`src/rtl/dbg_pkg.sv`:
```
package dbg_pkg;
    typedef enum logic [1:0] {
        A_CTRL = 2'd0,
        A_PCBP = 2'd1,
        A_CHBP = 2'd2,
        A_STAT = 2'd3
    } addr_e;

    localparam int EN_PC    = 0;
    localparam int EN_CH    = 1;
    localparam int EN_SVC0  = 2;   // host, link, mrec, tdet follow in order
    localparam int NUM_SVC  = 4;
    localparam int NUM_EN   = EN_SVC0 + NUM_SVC;
    localparam int MODE_BIT = 8;

    typedef struct packed {
        logic flag;
        logic pc;
        logic ch;
        logic sr;
    } cause_t;
endpackage

```
`src/rtl/dbg_regs.sv`:
```
module dbg_regs
    import dbg_pkg::*;
#(
    parameter int PC_W = 10,
    parameter int CH_W = 4,
    parameter int DW   = 16
) (
    input  logic              clk,
    input  logic              rst_n,
    input  logic              wr_i,
    input  logic [1:0]        addr_i,
    input  logic [DW-1:0]     wdata_i,
    input  cause_t            stat_i,
    output logic [NUM_EN-1:0] en_o,
    output logic              mode_o,
    output logic [PC_W-1:0]   pcbp_o,
    output logic [CH_W-1:0]   chbp_o,
    output logic [DW-1:0]     rdata_o
);
    typedef struct packed {
        logic [NUM_EN-1:0] en;
        logic              mode;
        logic [PC_W-1:0]   pcbp;
        logic [CH_W-1:0]   chbp;
    } regs_t;

    regs_t r_d, r_q;

    always_comb begin
        r_d = r_q;
        if (wr_i) begin
            case (addr_e'(addr_i))
                A_CTRL: begin
                    r_d.en   = wdata_i[NUM_EN-1:0];
                    r_d.mode = wdata_i[MODE_BIT];
                end
                A_PCBP:  r_d.pcbp = wdata_i[PC_W-1:0];
                A_CHBP:  r_d.chbp = wdata_i[CH_W-1:0];
                default: ;
            endcase
        end
    end

    always_ff @(posedge clk) begin
        if (!rst_n) r_q <= '0;
        else        r_q <= r_d;
    end

    always_comb begin
        rdata_o = '0;
        case (addr_e'(addr_i))
            A_CTRL: begin
                rdata_o[NUM_EN-1:0] = r_q.en;
                rdata_o[MODE_BIT]   = r_q.mode;
            end
            A_PCBP:  rdata_o[PC_W-1:0] = r_q.pcbp;
            A_CHBP:  rdata_o[CH_W-1:0] = r_q.chbp;
            default: rdata_o[3:0]      = stat_i;
        endcase
    end

    assign en_o   = r_q.en;
    assign mode_o = r_q.mode;
    assign pcbp_o = r_q.pcbp;
    assign chbp_o = r_q.chbp;

    logic unused_wdata;
    assign unused_wdata = ^wdata_i;

    AST_STATUS_WRITE_IGNORED: assert property (@(posedge clk) disable iff (!rst_n)
        (wr_i && addr_i == A_STAT) |=> $stable(r_q));
endmodule

```
`src/rtl/dbg_detect.sv`:
```
module dbg_detect
    import dbg_pkg::*;
#(
    parameter int PC_W = 10,
    parameter int CH_W = 4
) (
    input  logic               start_i,
    input  logic               chwr_i,
    input  logic [PC_W-1:0]    pc_i,
    input  logic [CH_W-1:0]    ch_i,
    input  logic [PC_W-1:0]    pcbp_i,
    input  logic [CH_W-1:0]    chbp_i,
    input  logic [NUM_EN-1:0]  en_i,
    input  logic [NUM_SVC-1:0] svc_i,
    output logic               pc_hit_o,
    output logic               ch_hit_o,
    output logic               sr_hit_o
);
    logic [NUM_SVC-1:0] svc_fire;

    for (genvar k = 0; k < NUM_SVC; k++) begin : g_svc
        assign svc_fire[k] = start_i & en_i[EN_SVC0+k] & svc_i[k];
    end

    assign pc_hit_o = start_i & en_i[EN_PC] & (pc_i == pcbp_i);
    assign ch_hit_o = (start_i | chwr_i) & en_i[EN_CH] & (ch_i == chbp_i);
    assign sr_hit_o = |svc_fire;
endmodule

```
`src/rtl/dbg_status.sv`:
```
module dbg_status
    import dbg_pkg::*;
(
    input  logic   clk,
    input  logic   rst_n,
    input  logic   pc_hit_i,
    input  logic   ch_hit_i,
    input  logic   sr_hit_i,
    input  logic   clr_i,
    output cause_t stat_o,
    output logic   brk_o
);
    typedef struct packed {
        cause_t c;
        logic   brk;
    } st_t;

    st_t  st_d, st_q;
    logic any_hit;

    always_comb begin
        any_hit  = pc_hit_i | ch_hit_i | sr_hit_i;
        st_d     = st_q;
        st_d.brk = 1'b0;
        if (clr_i) begin
            st_d.c = '0;
        end else if (!st_q.c.flag && any_hit) begin
            st_d.c.flag = 1'b1;
            st_d.c.pc   = pc_hit_i;
            st_d.c.ch   = ch_hit_i;
            st_d.c.sr   = sr_hit_i;
            st_d.brk    = 1'b1;
        end
    end

    always_ff @(posedge clk) begin
        if (!rst_n) st_q <= '0;
        else        st_q <= st_d;
    end

    assign stat_o = st_q.c;
    assign brk_o  = st_q.brk;

    AST_CLEAR_WINS: assert property (@(posedge clk) disable iff (!rst_n)
        clr_i |=> (st_q.c == '0));
    AST_STICKY_CAUSES: assert property (@(posedge clk) disable iff (!rst_n)
        (st_q.c.flag && !clr_i) |=> (st_q.c.flag && $stable(st_q.c)));
    AST_HIT_SETS_FLAG: assert property (@(posedge clk) disable iff (!rst_n)
        (!st_q.c.flag && any_hit && !clr_i) |=> (st_q.c.flag && st_q.brk));
    AST_BRK_ONE_CYCLE: assert property (@(posedge clk) disable iff (!rst_n)
        st_q.brk |=> !st_q.brk);
    AST_CAUSE_NEEDS_FLAG: assert property (@(posedge clk) disable iff (!rst_n)
        (st_q.c.pc || st_q.c.ch || st_q.c.sr) |-> st_q.c.flag);
endmodule

```
`src/rtl/dbg_cond_latch.sv`:
```
module dbg_cond_latch (
    input  logic clk,
    input  logic rst_n,
    input  logic chwr_i,
    input  logic mode_i,
    input  logic pin_i,
    input  logic mrec_i,
    input  logic tdet_i,
    output logic pin_o,
    output logic mrec_o,
    output logic tdet_o
);
    typedef struct packed {
        logic pin;
        logic mrec;
        logic tdet;
    } cond_t;

    cond_t c_d, c_q;

    always_comb begin
        c_d = c_q;
        if (chwr_i) begin
            c_d.pin = pin_i;
            if (mode_i) begin
                c_d.mrec = mrec_i;
                c_d.tdet = tdet_i;
            end
        end
    end

    always_ff @(posedge clk) begin
        if (!rst_n) c_q <= '0;
        else        c_q <= c_d;
    end

    assign pin_o  = c_q.pin;
    assign mrec_o = c_q.mrec;
    assign tdet_o = c_q.tdet;

    AST_MODE0_KEEPS_COND: assert property (@(posedge clk) disable iff (!rst_n)
        (chwr_i && !mode_i) |=> ($stable(c_q.mrec) && $stable(c_q.tdet)));
    AST_NO_WRITE_HOLDS: assert property (@(posedge clk) disable iff (!rst_n)
        !chwr_i |=> $stable(c_q));
endmodule

```
`src/rtl/dbg_brk_unit.sv`:
```
module dbg_brk_unit
    import dbg_pkg::*;
#(
    parameter int PC_W = 10,
    parameter int CH_W = 4,
    parameter int DW   = 16
) (
    input  logic            clk,
    input  logic            rst_n,
    input  logic            reg_wr_i,
    input  logic [1:0]      reg_addr_i,
    input  logic [DW-1:0]   reg_wdata_i,
    output logic [DW-1:0]   reg_rdata_o,
    input  logic [PC_W-1:0] pc_i,
    input  logic [CH_W-1:0] chan_i,
    input  logic            chan_wr_i,
    input  logic            state_start_i,
    input  logic            host_sr_i,
    input  logic            link_sr_i,
    input  logic            mrec_i,
    input  logic            tdet_i,
    input  logic            new_pin_i,
    input  logic            new_mrec_i,
    input  logic            new_tdet_i,
    input  logic            ack_i,
    input  logic            freeze_i,
    output logic            halt_o,
    output logic            brk_o,
    output logic            cond_pin_o,
    output logic            cond_mrec_o,
    output logic            cond_tdet_o
);
    logic [NUM_EN-1:0] en;
    logic              mode;
    logic [PC_W-1:0]   pcbp;
    logic [CH_W-1:0]   chbp;
    cause_t            stat;
    logic              pc_hit, ch_hit, sr_hit;

    dbg_regs #(.PC_W(PC_W), .CH_W(CH_W), .DW(DW)) u_regs (
        .clk(clk), .rst_n(rst_n), .wr_i(reg_wr_i), .addr_i(reg_addr_i),
        .wdata_i(reg_wdata_i), .stat_i(stat), .en_o(en), .mode_o(mode),
        .pcbp_o(pcbp), .chbp_o(chbp), .rdata_o(reg_rdata_o)
    );

    dbg_detect #(.PC_W(PC_W), .CH_W(CH_W)) u_detect (
        .start_i(state_start_i), .chwr_i(chan_wr_i), .pc_i(pc_i), .ch_i(chan_i),
        .pcbp_i(pcbp), .chbp_i(chbp), .en_i(en),
        .svc_i({tdet_i, mrec_i, link_sr_i, host_sr_i}),
        .pc_hit_o(pc_hit), .ch_hit_o(ch_hit), .sr_hit_o(sr_hit)
    );

    dbg_status u_status (
        .clk(clk), .rst_n(rst_n), .pc_hit_i(pc_hit), .ch_hit_i(ch_hit),
        .sr_hit_i(sr_hit), .clr_i(ack_i | freeze_i), .stat_o(stat), .brk_o(brk_o)
    );

    dbg_cond_latch u_cond (
        .clk(clk), .rst_n(rst_n), .chwr_i(chan_wr_i), .mode_i(mode),
        .pin_i(new_pin_i), .mrec_i(new_mrec_i), .tdet_i(new_tdet_i),
        .pin_o(cond_pin_o), .mrec_o(cond_mrec_o), .tdet_o(cond_tdet_o)
    );

    assign halt_o = stat.flag;

    AST_NO_EVAL_NO_HALT: assert property (@(posedge clk) disable iff (!rst_n)
        (!state_start_i && !chan_wr_i && !halt_o) |=> !halt_o);
    AST_DISABLED_NO_HALT: assert property (@(posedge clk) disable iff (!rst_n)
        (en == '0 && !halt_o) |=> !halt_o);
endmodule

```
`config.mk`:
```
export PLATFORM = sky130hd
export DESIGN_NAME = dbg_brk_unit
export DESIGN_NICKNAME = d
export VERILOG_FILES = /design/src/rtl/dbg_pkg.sv /design/src/rtl/dbg_regs.sv /design/src/rtl/dbg_detect.sv /design/src/rtl/dbg_status.sv /design/src/rtl/dbg_cond_latch.sv /design/src/rtl/dbg_brk_unit.sv
export SDC_FILE = /design/constraint.sdc
export NUM_CORES = 1
export LEC_CHECK = 0
export ABC_AREA = 1
export ABC_CLOCK_PERIOD_IN_PS = 1200
export BUFFER_PORTS_ARGS = -buffer_cell sky130_fd_sc_hd__buf_2
export CAP_MARGIN = 10
export CORE_AREA = 3 3 68 102
export DETAILED_ROUTE_END_ITERATION = 6
export DIE_AREA = 0 0 71 105
export GPL_TIMING_DRIVEN = 0
export PLACE_DENSITY_LB_ADDON = 0.15
export REMOVE_ABC_BUFFERS = 1
export SETUP_SLACK_MARGIN = 0.4
export SKIP_LAST_GASP = 1
export SYNTH_ARGS = -nofsm -noshare
export SYNTH_HDL_FRONTEND = slang
export SYNTH_SLANG_ARGS = --single-unit
```
`constraint.sdc`:
```
create_clock -name clk -period 1.2 [get_ports clk]
set_clock_uncertainty 0.05 [all_clocks]
set_input_delay 0.06 -clock clk [delete_from_list [all_inputs] [get_ports clk]]
set_output_delay 0.06 -clock clk [all_outputs]
set_load 0.02 [all_outputs]
```
==> impl_metrics.prom <==
# TYPE chip_impl_metric gauge
chip_impl_info{name="result_of_the_run",value="finished, violations left"} 1
chip_impl_info{name="violations",value="hold timing, setup timing"} 1
chip_impl_info{name="beginning_of_the_worst_register_to_register_path",value="u_regs.en_o[0]$_SDFFE_PN0P_"} 1
chip_impl_metric{name="placed_cell_area",unit="µm²"} 1848
chip_impl_metric{name="hpwlAfterDp",unit="µm"} 3597
chip_impl_metric{name="placement_rows",unit=""} 35
chip_impl_info{name="tritoncts",value="built"} 1
chip_impl_metric{name="leakage",unit="nW"} 1.113
chip_impl_metric{name="path_max_fanout",unit=""} 3
chip_impl_metric{name="die-area",unit="µm²"} 7455
chip_impl_metric{name="setup_tns",unit="ns"} -0.2423
chip_impl_metric{name="vias_per_cell",unit=""} 4.369
chip_impl_metric{name="area_delta_synth_final",unit="%"} 59.25
chip_impl_metric{name="global_route.usage.total",unit="%"} 13.40
chip_impl_info{name="synth.area.top_cells",value="dfxtp_1 38%, nand2_1 14%, inv_1 9.6%, o21ai_0 9.5%, a21oi_1 6.9%"} 1
chip_impl_metric{name="numClockSinks",unit=""} 29
chip_impl_metric{name="cts.clk_slew.worst_paths",unit="ns"} 0.06
chip_impl_metric{name="design.core.area",unit="µm²"} 6131
chip_impl_info{name="critPathCaptureType",value="output port"} 1
chip_impl_metric{name="clk_latency",unit="ns"} 0.28
chip_impl_info{name="crit_start",value="u_regs.chbp_o[3]$_SDFFE_PN0P_"} 1
chip_impl_metric{name="grt_pass1_vias",unit=""} 1630
chip_impl_metric{name="fin_crit",unit="ns"} 1.268
chip_impl_metric{name="post-route-cell-area",unit="µm²"} 2435
chip_impl_metric{name="number_of_hold_violations_in_the_final_report",unit=""} 1
chip_impl_metric{name="drtAntennaViolNets",unit=""} 0
chip_impl_info{name="setup.worst_path.start_class",value="flop"} 1
chip_impl_metric{name="drt_first_pass_iters",unit=""} 6
chip_impl_metric{name="synth-seq-cells",unit=""} 29
chip_impl_metric{name="min_period_over_period",unit="%"} 105.7
chip_impl_info{name="synthDominantAreaCellType",value="dfxtp_1"} 1
chip_impl_metric{name="holdWs",unit="ns"} -0.01976
chip_impl_metric{name="synth_async_sr_flop_share",unit="%"} 0
chip_impl_info{name="ctsRootBufferMaster",value="clkbuf_8"} 1
chip_impl_metric{name="crit_arrival",unit="ns"} 1.16
chip_impl_metric{name="first_iter_violations",unit=""} 73
chip_impl_metric{name="cts_htree_levels",unit=""} 2
chip_impl_metric{name="io-pin-count",unit=""} 67
chip_impl_metric{name="syn_area",unit="µm²"} 1529
chip_impl_metric{name="nNetsFinal",unit=""} 362
chip_impl_metric{name="final_worst_setup_slack",unit="ns"} -0.06799
chip_impl_metric{name="slew_violations",unit=""} 0
chip_impl_metric{name="pin_count_of_the_biggest_net_entering_global_routing",unit=""} 25
chip_impl_metric{name="max_cap_violations",unit=""} 0
chip_impl_metric{name="via_count",unit=""} 1704
chip_impl_info{name="synth-main-ff-cell",value="dfxtp_1"} 1
chip_impl_metric{name="worst_ir_drop_vdd",unit="µV"} 570.4
chip_impl_metric{name="diodes",unit=""} 0
chip_impl_metric{name="cts_hold_buf",unit=""} 4
chip_impl_metric{name="grt_antenna_before_repair",unit=""} 0
chip_impl_metric{name="tritoncts.num_buffers",unit=""} 5
chip_impl_metric{name="finalSetupViolCount",unit=""} 5
chip_impl_metric{name="buffer_ports.inserted",unit=""} 54
chip_impl_metric{name="layout.filler_cells",unit=""} 681
chip_impl_info{name="yosys.cell_count.top_type",value="nand2_1"} 1
chip_impl_metric{name="grt_remaining_overflow",unit=""} 0
chip_impl_metric{name="postSynthCellCount",unit=""} 237
chip_impl_metric{name="max_freq",unit="MHz"} 788.6
chip_impl_metric{name="avgRoutedWirePerCell",unit="µm"} 12.58
chip_impl_metric{name="post-route-drc-count",unit=""} 0
chip_impl_metric{name="power_per_cell_area",unit="nW/µm²"} 977.4
chip_impl_metric{name="postSynthAreaPerCell",unit="µm²"} 6.451
chip_impl_metric{name="yosysWarningCount",unit=""} 0
chip_impl_info{name="timing.hold.worst.start",value="freeze_i"} 1
chip_impl_info{name="grt_setup_unrepaired",value="true"} 1
chip_impl_info{name="setup.worst_path.class",value="reg2out"} 1
chip_impl_metric{name="ys_seq_area_share",unit="%"} 37.97
chip_impl_info{name="ys_top_cells_by_count",value="58 x nand2_1, 39 x inv_1, 29 x dfxtp_1, 29 x o21ai_0, 23 x nor2_1"} 1
chip_impl_metric{name="netlist.area_leader.share",unit="%"} 37.97
chip_impl_info{name="hold_path_class",value="in2reg"} 1
chip_impl_metric{name="clock_path_buffers",unit=""} 2
chip_impl_metric{name="effective_utilization_at_floorplan",unit="%"} 24.94
chip_impl_metric{name="postRouteWirelength",unit="µm"} 4905
chip_impl_metric{name="drive_gt1_share",unit="%"} 49.05
chip_impl_metric{name="place.gp.congestion",unit=""} 0.7732
chip_impl_metric{name="required",unit="ns"} 1.09
chip_impl_metric{name="die_h",unit="µm"} 105
chip_impl_metric{name="yosys.cell_types.count",unit=""} 22
chip_impl_metric{name="chipWidth",unit="µm"} 71
chip_impl_metric{name="first_pass_grt_wire_length",unit="µm"} 7741
chip_impl_metric{name="synth-edff-count",unit=""} 0
==> critical path, cell delays in order, from the launching register on <==
cell	delay, ns
dfxtp_2	0.33
nand2_1	0.08
o21ai_2	0.06
a21oi_2	0.15
o21ai_1	0.09
buf_4	0.16
==> logic make-up after synthesis <==
group,synth area share [%]
xor gates and xnor gates,1.719
buffers and inverters,13.91
AOI/OAI and AO/OA,19.48
and+or+nand+nor,26.68
other,0.2453
DFF,37.97
==> placed cells by master (no fill, tap or decap), drive strengths merged <==
cell	n
nand4	2
xor2	1
conb	6
nor3	1
o2111ai	3
a21oi	22
dfxtp	29
o22ai	2
nand3	9
nand2	60
dlygate4sd3	4
clkbuf	7
nor2	26
buf	73
xnor2	2
o21ai	29
inv	40
==> report_power, final <==
group	switching (mW)	internal (mW)	total [mW]
combinational	0.290	0.217	0.507
clock	0.375	0.454	0.830
sequential	0.0308	1.01	1.04
total	0.696	1.68	2.38
==> registers in the layout (all words and copies together), names as in the netlist, 4 cells and up <==
register and flops:
u_regs.pcbp_o 10, u_status.stat_o 4, u_regs.en_o 6, u_regs.chbp_o 4
==> stage by stage <==
stage	cells	worst slack (ns)	util (%)	power [mW]	hold slack, ns
after floorplan	232	0.01955	-	1.252	0.1035
after global routing	390	-0.1571	39.71	2.526	-0.01899
final	390	-0.06799	39.71	2.380	-0.01976
after CTS	381	-0.07797	36.35	2.339	-0.01084
after global placement	360	-0.2677	30.14	1.413	0.2455
after detailed placement	360	-0.2523	30.14	1.415	0.2581
==> layer usage <==
layer,global-route usage (%),up-vias,routed length [µm]
met5,0,-,0
met4,5.645,0,116
met3,3.369,8,234
met2,23.51,48,2553
met1,15.02,752,2000
li1,-,896,-
==> cell type report <==
type | count | area, µm² | share of cell area [%]
inverter | 40 | 155.1 | 6.372
multi-input combinational | 163 | 947.2 | 38.90
timing repair buffer | 77 | 545.5 | 22.40
clock buffer | 7 | 86.33 | 3.546
tap | 74 | 92.59 | 3.803
sequential | 29 | 608.1 | 24.97
==> timing repair <==
item                                   CTS  global route
resized for setup                       80            47
pin swaps                               17            21
setup buffers                           10             9
setup endpoints to repair               39            32
endpoints found under the hold margin    4             1
==> final timing paths <==
| kind | to | slack, ns | cells past startpoint |
|---|---|---|---|
| worst min-delay path | u_status.stat_o[3]$_SDFFE_PP0P_ | -0.02 | 4 |
| worst max-delay path | reg_rdata_o[3] | -0.07 | 5 |
| worst min register to register | u_status.stat_o[0]$_SDFFE_PP0P_ | 0.41 | 2 |
| worst max register to register | u_status.stat_o[0]$_SDFFE_PP0P_ | -0.05 | 9 |
Note: power is estimated with default switching activity, not from simulation.
